`config.mk`:
```
export PLATFORM = sky130hd
export DESIGN_NAME = adc_serial_reader
export DESIGN_NICKNAME = d
export VERILOG_FILES = /design/src/rtl/adc_rd_pkg.sv /design/src/rtl/adc_rd_timer.sv /design/src/rtl/adc_rd_shift.sv /design/src/rtl/adc_rd_seq.sv /design/src/rtl/adc_serial_reader.sv
export SDC_FILE = /design/constraint.sdc
export NUM_CORES = 1
export LEC_CHECK = 0
export BUFFER_PORTS_ARGS = -buffer_cell sky130_fd_sc_hd__buf_2
export CAP_MARGIN = 20
export CORE_MARGIN = 1
export CORE_UTILIZATION = 35
export CTS_CLUSTER_SIZE = 14
export DETAILED_ROUTE_END_ITERATION = 10
export PLACE_DENSITY = 0.52
export SLEW_MARGIN = 10
export SYNTH_ARGS = -nofsm -noshare
export SYNTH_HDL_FRONTEND = slang
export SYNTH_SLANG_ARGS = --single-unit
```
`constraint.sdc`:
```
create_clock -name clk -period 2.1 [get_ports clk]
set_input_delay 0.105 -clock clk [delete_from_list [all_inputs] [get_ports clk]]
set_output_delay 0.105 -clock clk [all_outputs]
set_load 0.03 [all_outputs]
```
`src/rtl/adc_rd_pkg.sv`:
```
`timescale 1ns/1ps
package adc_rd_pkg;

  typedef enum logic [2:0] {
    ST_IDLE,
    ST_LEAD,
    ST_LOW,
    ST_HIGH,
    ST_TAIL
  } rd_state_t;

  function automatic int ceil_div(input int num, input int den);
    return (num + den - 1) / den;
  endfunction

  function automatic int max2(input int a, input int b);
    return (a > b) ? a : b;
  endfunction

  // Half-period in system cycles: the request, raised to the width limit
  // and to the data launch delay so the sample point sees settled data.
  function automatic int half_cycles(input int clk_ns, input int req,
                                     input int width_ns, input int launch_ns);
    return max2(max2(req, 1), ceil_div(max2(width_ns, launch_ns), clk_ns));
  endfunction

  function automatic int lead_cycles(input int clk_ns, input int half,
                                     input int setup_ns, input int launch_ns);
    return max2(half, ceil_div(max2(setup_ns, launch_ns), clk_ns));
  endfunction

  function automatic int tail_cycles(input int clk_ns, input int half,
                                     input int hold_ns);
    return max2(half, ceil_div(hold_ns, clk_ns));
  endfunction

endpackage

```
`src/rtl/adc_rd_timer.sv`:
```
`timescale 1ns/1ps
module adc_rd_timer #(
  parameter int CW = 4
) (
  input  logic          clk,
  input  logic          rst,
  input  logic          load,
  input  logic [CW-1:0] load_val,
  output logic          zero
);

  logic [CW-1:0] cnt_q;

  always_ff @(posedge clk) begin
    if (rst) begin
      cnt_q <= '0;
    end else if (load) begin
      cnt_q <= load_val;
    end else if (cnt_q != '0) begin
      cnt_q <= cnt_q - 1'b1;
    end
  end

  assign zero = (cnt_q == '0);

endmodule

```
`src/rtl/adc_rd_shift.sv`:
```
`timescale 1ns/1ps
module adc_rd_shift #(
  parameter int W = 12
) (
  input  logic         clk,
  input  logic         rst,
  input  logic         clr,
  input  logic         en,
  input  logic         bit_i,
  output logic [W-1:0] word,
  output logic         last
);

  localparam int BW = $clog2(W + 1);

  logic [W-1:0]  sh_q;
  logic [BW-1:0] n_q;

  generate
    if (W == 1) begin : g_single
      always_ff @(posedge clk) begin
        if (rst) sh_q <= '0;
        else if (en) sh_q <= bit_i;
      end
    end else begin : g_multi
      always_ff @(posedge clk) begin
        if (rst) sh_q <= '0;
        else if (en) sh_q <= {sh_q[W-2:0], bit_i};
      end
    end
  endgenerate

  always_ff @(posedge clk) begin
    if (rst || clr) begin
      n_q <= '0;
    end else if (en) begin
      n_q <= n_q + 1'b1;
    end
  end

  assign word = sh_q;
  assign last = (n_q == BW'(W - 1));

endmodule

```
`src/rtl/adc_rd_seq.sv`:
```
`timescale 1ns/1ps
module adc_rd_seq
  import adc_rd_pkg::*;
#(
  parameter int CW   = 4,
  parameter int LEAD = 4,
  parameter int HALF = 3,
  parameter int TAIL = 3
) (
  input  logic          clk,
  input  logic          rst,
  input  logic          start_i,
  input  logic          t_zero,
  input  logic          last,
  output logic          t_load,
  output logic [CW-1:0] t_val,
  output logic          sh_clr,
  output logic          sh_en,
  output logic          cap,
  output logic          fs_n_o,
  output logic          sclk_o,
  output logic          valid_o
);

  localparam logic [CW-1:0] LEAD_V = CW'(LEAD - 1);
  localparam logic [CW-1:0] HALF_V = CW'(HALF - 1);
  localparam logic [CW-1:0] TAIL_V = CW'(TAIL - 1);

  rd_state_t st_q, st_d;

  always_comb begin
    st_d   = st_q;
    t_load = 1'b0;
    t_val  = '0;
    sh_clr = 1'b0;
    sh_en  = 1'b0;
    cap    = 1'b0;
    case (st_q)
      ST_IDLE: begin
        if (start_i) begin
          st_d   = ST_LEAD;
          t_load = 1'b1;
          t_val  = LEAD_V;
          sh_clr = 1'b1;
        end
      end
      ST_LEAD, ST_HIGH: begin
        if (t_zero) begin
          sh_en  = 1'b1;
          t_load = 1'b1;
          if (last) begin
            st_d  = ST_TAIL;
            t_val = TAIL_V;
          end else begin
            st_d  = ST_LOW;
            t_val = HALF_V;
          end
        end
      end
      ST_LOW: begin
        if (t_zero) begin
          st_d   = ST_HIGH;
          t_load = 1'b1;
          t_val  = HALF_V;
        end
      end
      ST_TAIL: begin
        if (t_zero) begin
          st_d = ST_IDLE;
          cap  = 1'b1;
        end
      end
      default: st_d = ST_IDLE;
    endcase
  end

  always_ff @(posedge clk) begin
    if (rst) begin
      st_q    <= ST_IDLE;
      fs_n_o  <= 1'b1;
      sclk_o  <= 1'b1;
      valid_o <= 1'b0;
    end else begin
      st_q    <= st_d;
      fs_n_o  <= (st_d == ST_IDLE);
      sclk_o  <= (st_d == ST_IDLE) || (st_d == ST_LEAD) || (st_d == ST_HIGH);
      valid_o <= cap;
    end
  end

endmodule

```
`src/rtl/adc_serial_reader.sv`:
```
`timescale 1ns/1ps
module adc_serial_reader
  import adc_rd_pkg::*;
#(
  parameter int CLK_NS       = 10,
  parameter int HALF_CYC     = 4,
  parameter int WORD_W       = 12,
  parameter int MIN_WIDTH_NS = 25,
  parameter int LAUNCH_NS    = 30,
  parameter int SETUP_NS     = 35,
  parameter int HOLD_NS      = 30
) (
  input  logic              clk,
  input  logic              rst,
  input  logic              start_i,
  input  logic              sdata_i,
  output logic              fs_n_o,
  output logic              sclk_o,
  output logic [WORD_W-1:0] word_o,
  output logic              valid_o
);

  localparam int HALF_E = half_cycles(CLK_NS, HALF_CYC, MIN_WIDTH_NS, LAUNCH_NS);
  localparam int LEAD_E = lead_cycles(CLK_NS, HALF_E, SETUP_NS, LAUNCH_NS);
  localparam int TAIL_E = tail_cycles(CLK_NS, HALF_E, HOLD_NS);
  localparam int CNT_W  = $clog2(max2(LEAD_E, max2(HALF_E, TAIL_E))) + 1;

  logic              t_load, t_zero;
  logic [CNT_W-1:0]  t_val;
  logic              sh_clr, sh_en, sh_last, cap;
  logic [WORD_W-1:0] sh_word;

  adc_rd_timer #(.CW(CNT_W)) u_timer (
    .clk      (clk),
    .rst      (rst),
    .load     (t_load),
    .load_val (t_val),
    .zero     (t_zero)
  );

  adc_rd_shift #(.W(WORD_W)) u_shift (
    .clk   (clk),
    .rst   (rst),
    .clr   (sh_clr),
    .en    (sh_en),
    .bit_i (sdata_i),
    .word  (sh_word),
    .last  (sh_last)
  );

  adc_rd_seq #(
    .CW   (CNT_W),
    .LEAD (LEAD_E),
    .HALF (HALF_E),
    .TAIL (TAIL_E)
  ) u_seq (
    .clk     (clk),
    .rst     (rst),
    .start_i (start_i),
    .t_zero  (t_zero),
    .last    (sh_last),
    .t_load  (t_load),
    .t_val   (t_val),
    .sh_clr  (sh_clr),
    .sh_en   (sh_en),
    .cap     (cap),
    .fs_n_o  (fs_n_o),
    .sclk_o  (sclk_o),
    .valid_o (valid_o)
  );

  always_ff @(posedge clk) begin
    if (rst) word_o <= '0;
    else if (cap) word_o <= sh_word;
  end

endmodule

```
==> metrics.txt <==
status=complete, no violations; fin. max-slew vios=0; WS Path Type=reg2reg; Final Setup Violations=0; final hold viol count=0; Worst path max stage delay=0.37 ns; max-cap violations=0; area occupied by multi-input gates=639 um2; WL final=2740 um; Final period util=78.9%; Post-Synth XOR/XNOR Area=2.44%; fmax=0.604 GHz; Avg Cell Area, Syn=8.54 um2; Area contributors post-synth=dfxtp_1 (52%), nand2_1 (14%), a21oi_1 (10%), ha_1 (2.6%), buf_2 (1.7%); CP Launch Type=flop; clk sinks=37; Adder-Cell Fraction of Synth Area=2.62%; Final TNS setup=0 ns; top cells by count, synth=nand2_1 (53), dfxtp_1 (37), a21oi_1 (30); number of CTS-inserted buffers=5; total track usage=14.7%; final antenna-violating net count=0; layout cells sized above 1=20.5%; EDFF count, synth=0; diode count=0; Rows=22; YS warnings=0; required time worst endpoint=2.33 ns; Max Root-Sink Buffers=2; largest family of logic cells by synthesized area=simple AND/OR/NAND/NOR gates; largest area contributor in the netlist=dfxtp_1; first-pass GRT wire length=4690 um; vias=1132; WHS=0.0774 ns; DR WL/cell=11.5 um; register area share after synthesis=51.6%; crit-path max FO=7; TritonRoute pass-1 iters=4; setup repair bufs after CTS=0; Area after DPL=1580 um2; I/O Pins=19; DR DRC count=0; Design Area, Final=1700 um2; post-DP HPWL=1820 um; Filler cells=369; Lkg Pwr=0.655 nW; Die Ht=66.0 um; synthesized area=1440 um2; Post-Syn Instances=168; final net count=196; GP Congestion=0.718; root buffer cell=clkbuf_8; post-synthesis mux area share=1.57%; Die Width=66.0 um; crit-path cells=inv_1, ha_1, nor2b_1, buf_4, nand3_2, or3_1, a21oi_1; Post-CTS Hold Fix Bufs=0; synth unique cells=31; top_reg_cell synth=dfxtp_1; Worst slew margin=60.5%; CP max stage cell=or3_1; vias in the first global route=1042; Port Buffer Count=18; PnR worst setup slack=0.444 ns; FF+latch area=741 um2; CP endpoint kind=flop; clock skew=0.00688 ns; Place WS=0.454 ns; antenna violations before repair=0; post-CTS sizing=0; largest net degree at the start of global routing=34; CTS tree=done; measured slew at the worst slew-check pin=0.593 ns; CTS clk-pin slew, worst paths=0.07 ns; RSZ-0062 raised after global routing=no; Syn-to-layout area delta=18.1%; placeable core region=3800 um2; GRT overflow=0; Worst EP arrival=1.88 ns; reg2reg setup slack=0.44 ns; VDD IR max=0.613 mV; Worst-Skew Late Latency=0.29 ns; Final min period=1.66 ns; Pwr Density=1030 nW/um2; Avg Vias per Cell=4.76; DRT iter0 DRCs=59; Syn Nets=175; Compound-Gate Fraction of Synth Area=13.5%; die area=4360 um2; Min-Delay Path Class=in2reg; post-synthesis register bit count=37; fraction of registers with async set or reset after synthesis=0%; CTS H-tree depth=2; Simple-Gate Fraction of Synth Area=24.4%; area share of the largest cell type after synthesis=51.6%; count leader, synth=nand2_1; Initial Util=37.8%
-- worst max-delay path, delay by kind of cell (launching register included) --
| family | cells | cell delay [ns] |
|---|---|---|
| simple gates | 3 | 0.70 |
| flops | 1 | 0.30 |
| buf+inv | 2 | 0.27 |
| fa+ha+maj | 1 | 0.20 |
| compound gates | 1 | 0.13 |
-- cell usage in the layout, fill, tap and decap left out, types with 2 or more instances in the layout --
cell       n
inv_1      3
a21oi_1   30
clkbuf_8   6
and3_1     2
nor2_1     6
nor2b_1    2
dfxtp_1   37
buf_4      5
buf_2     18
xor2_1     2
mux2_2     2
xnor2_1    2
nand2_1   53
nand3_1    2
ha_1       3
-- final cells by class --
class | instances | share of cell area, %
clock inverters | 1 | 1.77
multi-input cells | 119 | 37.7
flip-flops and latches | 37 | 43.7
clock buffers | 7 | 5.09
inverters | 3 | 0.664
repair buffers | 23 | 7.53
well taps | 48 | 3.54
-- cells by family after synthesis --
group,Yosys count
xor gates and xnor gates,4
and+or+nand+nor,75
buffers and inverters,12
adders and majority gates,3
DFF,37
AOI/OAI and AO/OA,35
muxes,2
-- per-layer routing --
layer  global-route usage, %  vias up  share of wire, %
met1                    18.5      517                52
met3                    4.66        4               3.4
met2                    22.1       13                43
met5                       0        -                 0
li1                        -      598                 -
met4                    7.98        0               1.5
-- final timing paths --
path                     from         endpoint  depth (start not counted)
max          u_timer.cnt_q[0]   u_shift.n_q[3]                          7
min                   sdata_i  u_shift.word[0]                          3
max reg2reg  u_timer.cnt_q[0]   u_shift.n_q[3]                          7
min reg2reg         word_o[6]        word_o[6]                          2
-- state kept, by name, summed over array words and instances (netlist names) --
register       count
word_o            12
u_timer.cnt_q      3
u_seq.sclk_o       1
u_shift.word      12
u_shift.n_q        4
u_seq.st_q         3
u_seq.valid_o      1
u_seq.fs_n_o       1
-- per-stage QoR --
step | utilization (%) | power (mW) | std cells
floorplan | - | 1.06 | 168
global placement | 41.6 | 1.13 | 230
detailed placement | 41.6 | 1.14 | 230
CTS | 44.6 | 1.77 | 238
global route | 44.6 | 1.84 | 238
finish | 44.6 | 1.75 | 238
-- where the power goes --
group / switching [mW] / total (mW) / internal, mW
logic: 0.195 / 0.349 / 0.154
clock network: 0.238 / 0.625 / 0.387
registers: 0.0265 / 0.772 / 0.746
total: 0.459 / 1.75 / 1.29
No activity file was read; power rests on OpenSTA's default activity.
